### src/rtl/gpio_bank_pkg.sv
// Shared definitions for the bidirectional port controller.
// Assumes a byte-wide register bus with a 4-bit offset space.
package gpio_bank_pkg;
    localparam int unsigned REG_ADDR_W = 4;
    localparam int unsigned NUM_GROUPS = 3;
    localparam int unsigned AUX_BYTES  = 2;

    typedef enum logic [REG_ADDR_W-1:0] {
        OFS_CTRL   = 4'd0,
        OFS_DIR    = 4'd1,
        OFS_GRP_A  = 4'd2,
        OFS_GRP_B  = 4'd3,
        OFS_GRP_C  = 4'd4,
        OFS_OUT_LO = 4'd5,
        OFS_OUT_HI = 4'd6,
        OFS_IN_LO  = 4'd7,
        OFS_IN_HI  = 4'd8
    } reg_ofs_e;
endpackage

### src/rtl/gpio_sync.sv
// Multi-stage synchronizer for asynchronous pad levels.
// Assumes each bit is sampled independently; no bus coherency is implied.
module gpio_sync #(
    parameter int WIDTH  = 8,
    parameter int STAGES = 2
) (
    input  logic             clk,
    input  logic             rst_n,
    input  logic [WIDTH-1:0] d,
    output logic [WIDTH-1:0] q
);
    logic [WIDTH-1:0] stage_q [STAGES];

    // Shift the pad level through the flop chain, cleared by reset.
    always_ff @(posedge clk) begin
        if (!rst_n) begin
            for (int i = 0; i < STAGES; i++) stage_q[i] <= '0;
        end else begin
            stage_q[0] <= d;
            for (int i = 1; i < STAGES; i++) stage_q[i] <= stage_q[i-1];
        end
    end

    assign q = stage_q[STAGES-1];
endmodule

### src/rtl/gpio_group.sv
// One byte-wide bidirectional group: output latch, pad drive and readback.
// Assumes pin_sync is already synchronized; the latch is always writable.
module gpio_group #(
    parameter int WIDTH = 8
) (
    input  logic             clk,
    input  logic             rst_n,
    input  logic             wr_hit,
    input  logic [WIDTH-1:0] wdata,
    input  logic             dir_out,
    input  logic             enable,
    input  logic [WIDTH-1:0] pin_sync,
    output logic [WIDTH-1:0] pad_oe,
    output logic [WIDTH-1:0] pad_out,
    output logic [WIDTH-1:0] rd_value
);
    logic [WIDTH-1:0] latch_q;
    logic             drive;

    // Capture written data regardless of direction or enable.
    always_ff @(posedge clk) begin
        if (!rst_n)      latch_q <= '0;
        else if (wr_hit) latch_q <= wdata;
    end

    assign drive   = enable && dir_out;
    assign pad_oe  = {WIDTH{drive}};
    assign pad_out = drive ? latch_q : '0;

    // Select the readback source: latch when output, pins when input, zero when disabled.
    always_comb begin
        if (!enable)      rd_value = '0;
        else if (dir_out) rd_value = latch_q;
        else              rd_value = pin_sync;
    end
endmodule

### src/rtl/gpio_out_word.sv
// Dedicated output word: byte-writable latch gated by the master enable.
// Assumes the word is exactly two bus bytes wide.
module gpio_out_word #(
    parameter int BYTE_W = 8,
    localparam int WORD_W = 2 * BYTE_W
) (
    input  logic              clk,
    input  logic              rst_n,
    input  logic              wr_lo,
    input  logic              wr_hi,
    input  logic [BYTE_W-1:0] wdata,
    input  logic              enable,
    output logic [WORD_W-1:0] word_q,
    output logic [WORD_W-1:0] dout,
    output logic              dout_oe
);
    // Update the addressed byte of the latch; cleared to zero by reset.
    always_ff @(posedge clk) begin
        if (!rst_n) begin
            word_q <= '0;
        end else begin
            if (wr_lo) word_q[BYTE_W-1:0]      <= wdata;
            if (wr_hi) word_q[WORD_W-1:BYTE_W] <= wdata;
        end
    end

    assign dout    = enable ? word_q : '0;
    assign dout_oe = enable;
endmodule

### src/rtl/gpio_bank_ctrl.sv
// Top of the bidirectional port controller: control registers, three
// direction-programmable groups, a dedicated output and input word, and a
// registered read mux. Assumes a single clock domain for the register bus.
module gpio_bank_ctrl
    import gpio_bank_pkg::*;
#(
    parameter int GROUP_W     = 8,
    parameter int SYNC_STAGES = 2
) (
    input  logic                          clk,
    input  logic                          rst_n,
    input  logic                          bus_wr,
    input  logic                          bus_rd,
    input  logic [REG_ADDR_W-1:0]         bus_addr,
    input  logic [GROUP_W-1:0]            bus_wdata,
    output logic [GROUP_W-1:0]            bus_rdata,
    input  logic [NUM_GROUPS*GROUP_W-1:0] pad_in,
    output logic [NUM_GROUPS*GROUP_W-1:0] pad_oe,
    output logic [NUM_GROUPS*GROUP_W-1:0] pad_out,
    input  logic [AUX_BYTES*GROUP_W-1:0]  din_word,
    output logic [AUX_BYTES*GROUP_W-1:0]  dout_word,
    output logic                          dout_oe
);
    localparam int PORT_W   = NUM_GROUPS * GROUP_W;
    localparam int AUX_W    = AUX_BYTES * GROUP_W;
    localparam int GRP_BASE = int'(OFS_GRP_A);

    logic                  enable_q;
    logic [NUM_GROUPS-1:0] dir_q;
    logic [PORT_W-1:0]     pad_sync;
    logic [AUX_W-1:0]      din_sync;
    logic [AUX_W-1:0]      out_word_q;
    logic [GROUP_W-1:0]    grp_rd [NUM_GROUPS];
    logic [GROUP_W-1:0]    rd_next;

    // Hold the master enable and the direction bits; both clear at reset.
    always_ff @(posedge clk) begin
        if (!rst_n) begin
            enable_q <= 1'b0;
            dir_q    <= '0;
        end else if (bus_wr) begin
            if (bus_addr == OFS_CTRL) enable_q <= bus_wdata[0];
            if (bus_addr == OFS_DIR)  dir_q    <= bus_wdata[NUM_GROUPS-1:0];
        end
    end

    gpio_sync #(.WIDTH(PORT_W), .STAGES(SYNC_STAGES)) u_pad_sync (
        .clk(clk), .rst_n(rst_n), .d(pad_in), .q(pad_sync)
    );

    gpio_sync #(.WIDTH(AUX_W), .STAGES(SYNC_STAGES)) u_din_sync (
        .clk(clk), .rst_n(rst_n), .d(din_word), .q(din_sync)
    );

    for (genvar g = 0; g < NUM_GROUPS; g++) begin : g_grp
        gpio_group #(.WIDTH(GROUP_W)) u_group (
            .clk     (clk),
            .rst_n   (rst_n),
            .wr_hit  (bus_wr && (bus_addr == REG_ADDR_W'(GRP_BASE + g))),
            .wdata   (bus_wdata),
            .dir_out (dir_q[g]),
            .enable  (enable_q),
            .pin_sync(pad_sync[g*GROUP_W +: GROUP_W]),
            .pad_oe  (pad_oe[g*GROUP_W +: GROUP_W]),
            .pad_out (pad_out[g*GROUP_W +: GROUP_W]),
            .rd_value(grp_rd[g])
        );
    end

    gpio_out_word #(.BYTE_W(GROUP_W)) u_out_word (
        .clk    (clk),
        .rst_n  (rst_n),
        .wr_lo  (bus_wr && (bus_addr == OFS_OUT_LO)),
        .wr_hi  (bus_wr && (bus_addr == OFS_OUT_HI)),
        .wdata  (bus_wdata),
        .enable (enable_q),
        .word_q (out_word_q),
        .dout   (dout_word),
        .dout_oe(dout_oe)
    );

    // Choose the read value for the addressed offset; data offsets read zero when disabled.
    always_comb begin
        rd_next = '0;
        case (bus_addr)
            OFS_CTRL:   rd_next = GROUP_W'(enable_q);
            OFS_DIR:    rd_next = GROUP_W'(dir_q);
            OFS_OUT_LO: rd_next = enable_q ? out_word_q[GROUP_W-1:0] : '0;
            OFS_OUT_HI: rd_next = enable_q ? out_word_q[AUX_W-1:GROUP_W] : '0;
            OFS_IN_LO:  rd_next = enable_q ? din_sync[GROUP_W-1:0] : '0;
            OFS_IN_HI:  rd_next = enable_q ? din_sync[AUX_W-1:GROUP_W] : '0;
            default:    rd_next = '0;
        endcase
        for (int g = 0; g < NUM_GROUPS; g++) begin
            if (bus_addr == REG_ADDR_W'(GRP_BASE + g)) rd_next = grp_rd[g];
        end
    end

    // Register the read data one cycle after the strobe.
    always_ff @(posedge clk) begin
        if (!rst_n)      bus_rdata <= '0;
        else if (bus_rd) bus_rdata <= rd_next;
    end
endmodule

### config.mk
export PLATFORM = sky130hd
export DESIGN_NAME = gpio_bank_ctrl
export DESIGN_NICKNAME = d
export VERILOG_FILES = /design/src/rtl/gpio_bank_pkg.sv /design/src/rtl/gpio_sync.sv /design/src/rtl/gpio_group.sv /design/src/rtl/gpio_out_word.sv /design/src/rtl/gpio_bank_ctrl.sv
export SDC_FILE = /design/constraint.sdc
export NUM_CORES = 1
export LEC_CHECK = 0
export BUFFER_PORTS_ARGS = -buffer_cell sky130_fd_sc_hd__buf_2
export CORE_MARGIN = 3
export CORE_UTILIZATION = 50
export CTS_CLUSTER_DIAMETER = 30
export DETAILED_ROUTE_END_ITERATION = 7
export HOLD_SLACK_MARGIN = 0.08
export PLACE_DENSITY = 0.76
export SKIP_LAST_GASP = 1
export SLEW_MARGIN = 20
export SYNTH_ARGS = -nofsm -noshare
export SYNTH_HDL_FRONTEND = slang
export SYNTH_SLANG_ARGS = --single-unit
### constraint.sdc
create_clock -name clk -period 2.2 [get_ports clk]
set_input_delay 0.55 -clock clk [delete_from_list [all_inputs] [get_ports clk]]
set_output_delay 0.55 -clock clk [all_outputs]
set_load 0.02 [all_outputs]
* Yosys cells after proc, flatten, opt, wreduce, memory -nomap -nowiden *
Memories as Yosys holds them, arrays and structs flattened.
Cells that the tools add are included.

word-level totals
  bits in registers = 52
  bits in writable memories = 80
  logic and storage cells = 57
  memories kept = 2

memory list
  name                words  width  rd ports  clocked after memory_dff  write ports  RTL line         text
  u_pad_sync.stage_q  2      24     2         0                         2            gpio_sync.sv:12  logic [WIDTH-1:0] stage_q [STAGES];
  u_din_sync.stage_q  2      16     2         0                         2            gpio_sync.sv:12

operators by class
  equal/unequal tests = 8
  muxes and demuxes = 24
  bitwise gates (word level) = 4
  reductions and logical operators = 11

operator list
  kind                  count
  $mux W8               16
  $mux W16              3
  $mux W24              2
  $pmux W8 S6           1
  $eq A4 B3 Y1 const B  4
  $eq A4 B2 Y1 const B  2
  $logic_and A1 B1 Y1   8
  $eq A4 B1 Y1 const B  1
  $eq A4 B4 Y1 const B  1
  $logic_not A4 Y1      1
  $or A1 B1 Y1          4
  $reduce_and A2 Y1     2
  $mux W1               2

* Logic depth before layout (Yosys ltp) *
  depth in word-level cells = 5
  mapped depth = 6
  mapped depth without buffers = 4

* Modules after synthesis *
Synthesis repeated with hierarchy kept, for this count alone.

second synthesis, totals
  cell total of the unflattened synthesis = 602
  area, all modules = 6107.1 sq um

by module, submodules not included
  module                   instances  cells each  area each (sq um)  sequential area each (sq um)
  gpio_group               3          61          586.8              160.2
  gpio_sync at u_pad_sync  1          125         1511.4             960.9
  gpio_bank_ctrl           1          142         1098.6             240.2
  gpio_sync at u_din_sync  1          83          1016.0             640.6
  gpio_out_word            1          69          720.7              320.3

* Worst setup path before layout *
No wires, ideal clock.

  kind = register to output
  from = reg enable_q
  to = out pad_oe[16]
  arrival time = 1.452 ns
  data required time = 1.650 ns
  slack = 0.198 ns
  stages on the path, launching flop included = 5
  path buffers = 3
  path through = dfxtp_1 -> clkbuf_1 -> clkbuf_1 -> and2_1 -> buf_4

between the ends
  longest elaborated chain between the ends = 1

RTL lines
  item                    RTL line              text
  from (decl)             gpio_bank_ctrl.sv:28  logic enable_q;
  from (signal assigned)  gpio_bank_ctrl.sv:42  if (bus_addr == OFS_CTRL) enable_q <= bus_wdata[0];
  $logic_and A1 B1 Y1     gpio_group.sv:26      assign drive = enable && dir_out;
  to (decl)               gpio_bank_ctrl.sv:18  output logic [NUM_GROUPS*GROUP_W-1:0] pad_oe,

No other way between the ends.

* Worst setup path after layout *
  from = reg dir_q[1]
  to = out pad_out[13]

between the ends
  longest elaborated chain between the ends = 2

RTL lines
  item                    RTL line              text
  from (decl)             gpio_bank_ctrl.sv:29  logic [NUM_GROUPS-1:0] dir_q;
  from (signal assigned)  gpio_bank_ctrl.sv:43  if (bus_addr == OFS_DIR) dir_q <= bus_wdata[NUM_GROUPS-1:0];
  $logic_and A1 B1 Y1     gpio_group.sv:26
  $mux W8                 gpio_group.sv:28      assign pad_out = drive ? latch_q : '0;
  to (decl)               gpio_bank_ctrl.sv:19  output logic [NUM_GROUPS*GROUP_W-1:0] pad_out,

No other way between the ends.

==> impl_results.rst <==
.. list-table::
   :header-rows: 1

   * - Metric
     - Value
   * - Outcome
     - completed
   * - Count of unresolved DRC violations after routing
     - 0
   * - Number of sinks driven by the clock tree
     - 132
   * - Power density over the cells
     - 817 nW/um2
   * - Fmax achieved
     - 476 MHz
   * - Most frequent cells in the layout
     - sky130_fd_sc_hd__dfxtp_1 (131), sky130_fd_sc_hd__buf_2 (128), sky130_fd_sc_hd__and2_1 (100), sky130_fd_sc_hd__mux2i_1 (58), sky130_fd_sc_hd__nor2b_1 (33)
   * - Total overflow reported by the global router
     - 0
   * - Number of I/O pins
     - 129
   * - Count of hold buffers inserted by post-cts repair
     - 0
   * - Nets
     - 718
   * - Final Hold Violating Endpoints
     - 0
   * - Post-route clock skew
     - 10.9 ps
   * - Initial DRC Count
     - 330
   * - Core area
     - 10900 um2
   * - Number of enable flip-flop cells after synthesis
     - 0
   * - Seq pwr share
     - 45.7%
   * - Die outline width
     - 112 um
   * - Syn nets
     - 622
   * - Number of maximum-capacitance violations
     - 0
   * - Clock Latency Late Sink
     - 520 ps
   * - Register bit count reported by yosys
     - 132
   * - Bufs on Longest Clock Path
     - 2
   * - Net Sw Power
     - 1210 uW
   * - Max-slew violation count
     - 0
   * - Number of vias per cell
     - 5.20
   * - Drt wl/cell
     - 16.4 um
   * - Crit path arrival time
     - 1550 ps
   * - Setup repair after global routing missed its margin
     - no
   * - Combined global-route utilization of all metal layers
     - 21.5%
   * - Number of instances in the synthesized netlist
     - 566
   * - Number of antenna violations at the first check in global routing
     - 0
   * - Synth Flop Type
     - sky130_fd_sc_hd__dfxtp_1
   * - Post-Route Utilization
     - 61.8%
   * - Number of distinct library cells after synthesis
     - 56
   * - Endpoint kind of the worst setup timing path
     - primary output
   * - Cell area after synthesis
     - 5610 um2
   * - Total wire length after detailed routing
     - 13300 um
   * - Number of core rows
     - 38
   * - Period minus WS final
     - 2100 ps
   * - Count of yosys warnings during synthesis
     - 0
   * - Master cell of the clock root buffer
     - sky130_fd_sc_hd__clkbuf_8
   * - Static leakage
     - 0.00307 uW
   * - Startpoint type of the worst setup path
     - flip-flop
   * - H-Tree Depth
     - 4
   * - Antenna fix cells
     - 0
   * - Worst slew pin tran
     - 533 ps
   * - Synth-to-Final Area Change
     - 20.0%
   * - Wire length of the first global-routing pass
     - 20900 um
   * - Category of the critical setup timing path
     - reg2out
   * - Mean instance size in the synthesized netlist
     - 9.90 um2
   * - Total clock buffers created by CTS
     - 17
   * - Leading cell type in the layout, fill and taps excluded
     - sky130_fd_sc_hd__dfxtp_1
   * - Share of cells above drive strength 1
     - 27.9%
   * - Worst-path maximum fanout
     - 14
   * - Placer Congestion
     - 0.882
   * - Clock-pin slew on the worst setup and hold paths
     - 60 ps
   * - R2R Setup Slk
     - 350 ps
   * - Half-perimeter wire length after detailed placement
     - 9860 um
   * - Starting Density
     - 51.5%
   * - Area contributors post-synth
     - sky130_fd_sc_hd__dfxtp_1 (47%), sky130_fd_sc_hd__and2_1 (11%), sky130_fd_sc_hd__mux2i_1 (10%)
   * - Switching fraction of total power
     - 22.0%
   * - CTS tree
     - done
   * - Dominant cell type by area after synthesis
     - sky130_fd_sc_hd__dfxtp_1
   * - Detail Route Antenna Nets
     - 0
   * - Height of the die
     - 112 um
   * - Final-report setup violation count
     - 0
   * - Synth top area share
     - 47.1%
   * - Worst-case headroom to the max-slew limit
     - 64.5%
   * - Port Buffers
     - 128
   * - Setup TNS
     - 0 ps
   * - First-pass iteration count of the detailed router
     - 6
   * - Hold crit path type
     - in2reg
   * - Async SR Flop Fraction
     - 0%
   * - Die footprint
     - 12500 um2
   * - Maximum VDD drop
     - 0.506 mV
   * - Internal power summed over all cells
     - 4290 uW
   * - Largest net degree at the start of global routing
     - 87
   * - Fraction of power consumed by combinational cells
     - 5.6%
   * - Tcrit/Tclk final
     - 95.4%
   * - Clock share of power
     - 48.7%
   * - Worst path required time
     - 1650 ps
   * - Via count
     - 4231
   * - Via count of the first global-routing pass
     - 3975
   * - Sequential cell area fraction in the yosys report
     - 47.1%
[state kept, by name, indices dropped and copies added (netlist names)]
register	cells
bus_rdata	8
u_pad_sync.stage_q	48
u_din_sync.stage_q	32
u_out_word.word_q	16
dir_q	3
g_grp.u_group.latch_q	24
enable_q	1
[synthesized netlist by cell type (3+ instances only)]
cell type                  number
sky130_fd_sc_hd__a21boi_0      12
sky130_fd_sc_hd__a21o_1         4
sky130_fd_sc_hd__a22oi_1        4
sky130_fd_sc_hd__a31oi_1        7
sky130_fd_sc_hd__and2_1       100
sky130_fd_sc_hd__and3_1        24
sky130_fd_sc_hd__buf_2          9
sky130_fd_sc_hd__buf_4         25
sky130_fd_sc_hd__buf_6          3
sky130_fd_sc_hd__clkbuf_1      27
sky130_fd_sc_hd__dfxtp_1      132
sky130_fd_sc_hd__mux2_2         5
sky130_fd_sc_hd__mux2i_1       58
sky130_fd_sc_hd__nand2_1       22
sky130_fd_sc_hd__nand2b_1       5
sky130_fd_sc_hd__nand3_1       12
sky130_fd_sc_hd__nand3_2        3
sky130_fd_sc_hd__nand3b_1       6
sky130_fd_sc_hd__nor2_1         3
sky130_fd_sc_hd__nor2b_1       33
sky130_fd_sc_hd__nor3_1        24
sky130_fd_sc_hd__o21ai_0        6
[repair_timing]
| action | in CTS | in global routing |
|---|---|---|
| endpoints found under the setup margin | 6 | 0 |
| setup buffers | 0 | 0 |
| gates resized for setup | 1 | 0 |
[through the flow]
stage	hold WS (ps)	total power [uW]	setup slack (ps)	instance area [um2]	std cells
after detailed placement	417	2870	88.7	6150	783
final	237	5490	101	6730	814
after global placement	417	2860	176	6150	783
after global routing	209	5690	29.4	6730	814
after CTS	214	5540	82.9	6730	814
after floorplan	412	2750	198	5610	566
[worst max-delay path, cell delays in order, from the launching register on]
cell	delay [ps]
sky130_fd_sc_hd__dfxtp_2	420
sky130_fd_sc_hd__buf_4	250
sky130_fd_sc_hd__and3_1	200
sky130_fd_sc_hd__buf_2	160
[metal layers]
metal / up-vias / wire [um] / GRT usage [%]
li1: 2088 / - / -
met1: 1932 / 5990 / 28.6
met2: 181 / 5990 / 33.7
met3: 30 / 954 / 5.05
met4: 0 / 385 / 8.60
met5: - / 0 / 0
[final cells by class]
| class | instances | area (um2) |
|---|---|---|
| Sequential cell | 132 | 2640 |
| Inverter | 3 | 11.3 |
| Tap cell | 140 | 175 |
| Clock buffer | 20 | 445 |
| Timing Repair Buffer | 142 | 746 |
| Fill cell | 902 | 4160 |
| Clock inverter | 11 | 129 |
| Multi-Input combinational cell | 366 | 2580 |
[worst paths after layout]
check / start / endpoint / depth (start not counted)
min reg2reg: u_pad_sync.stage_q[0][10] / u_pad_sync.stage_q[0][34] / 1
min: din_word[7] / u_din_sync.stage_q[0][7] / 2
max reg2reg: enable_q / bus_rdata[0] / 5
max: dir_q[1] / pad_out[13] / 3
[kinds of logic after synthesis]
| logic type | count (synthesis) | synth area share, % |
|---|---|---|
| multiplexers | 63 | 11.4 |
| AO/OA/AOI/OAI | 54 | 7.03 |
| flip-flops | 132 | 47.1 |
| AND/OR/NAND/NOR | 249 | 27.6 |
| buffers and inverters | 68 | 6.85 |
[power by group through the flow]
stage,Combinational [uW],Sequential [uW],Clock [uW]
finish,305,2510,2680
global route,337,2520,2830
CTS,307,2510,2720
detailed placement,306,2560,0
global placement,298,2560,0
floorplan,197,2550,0
(Power assumes the default switching activity.)
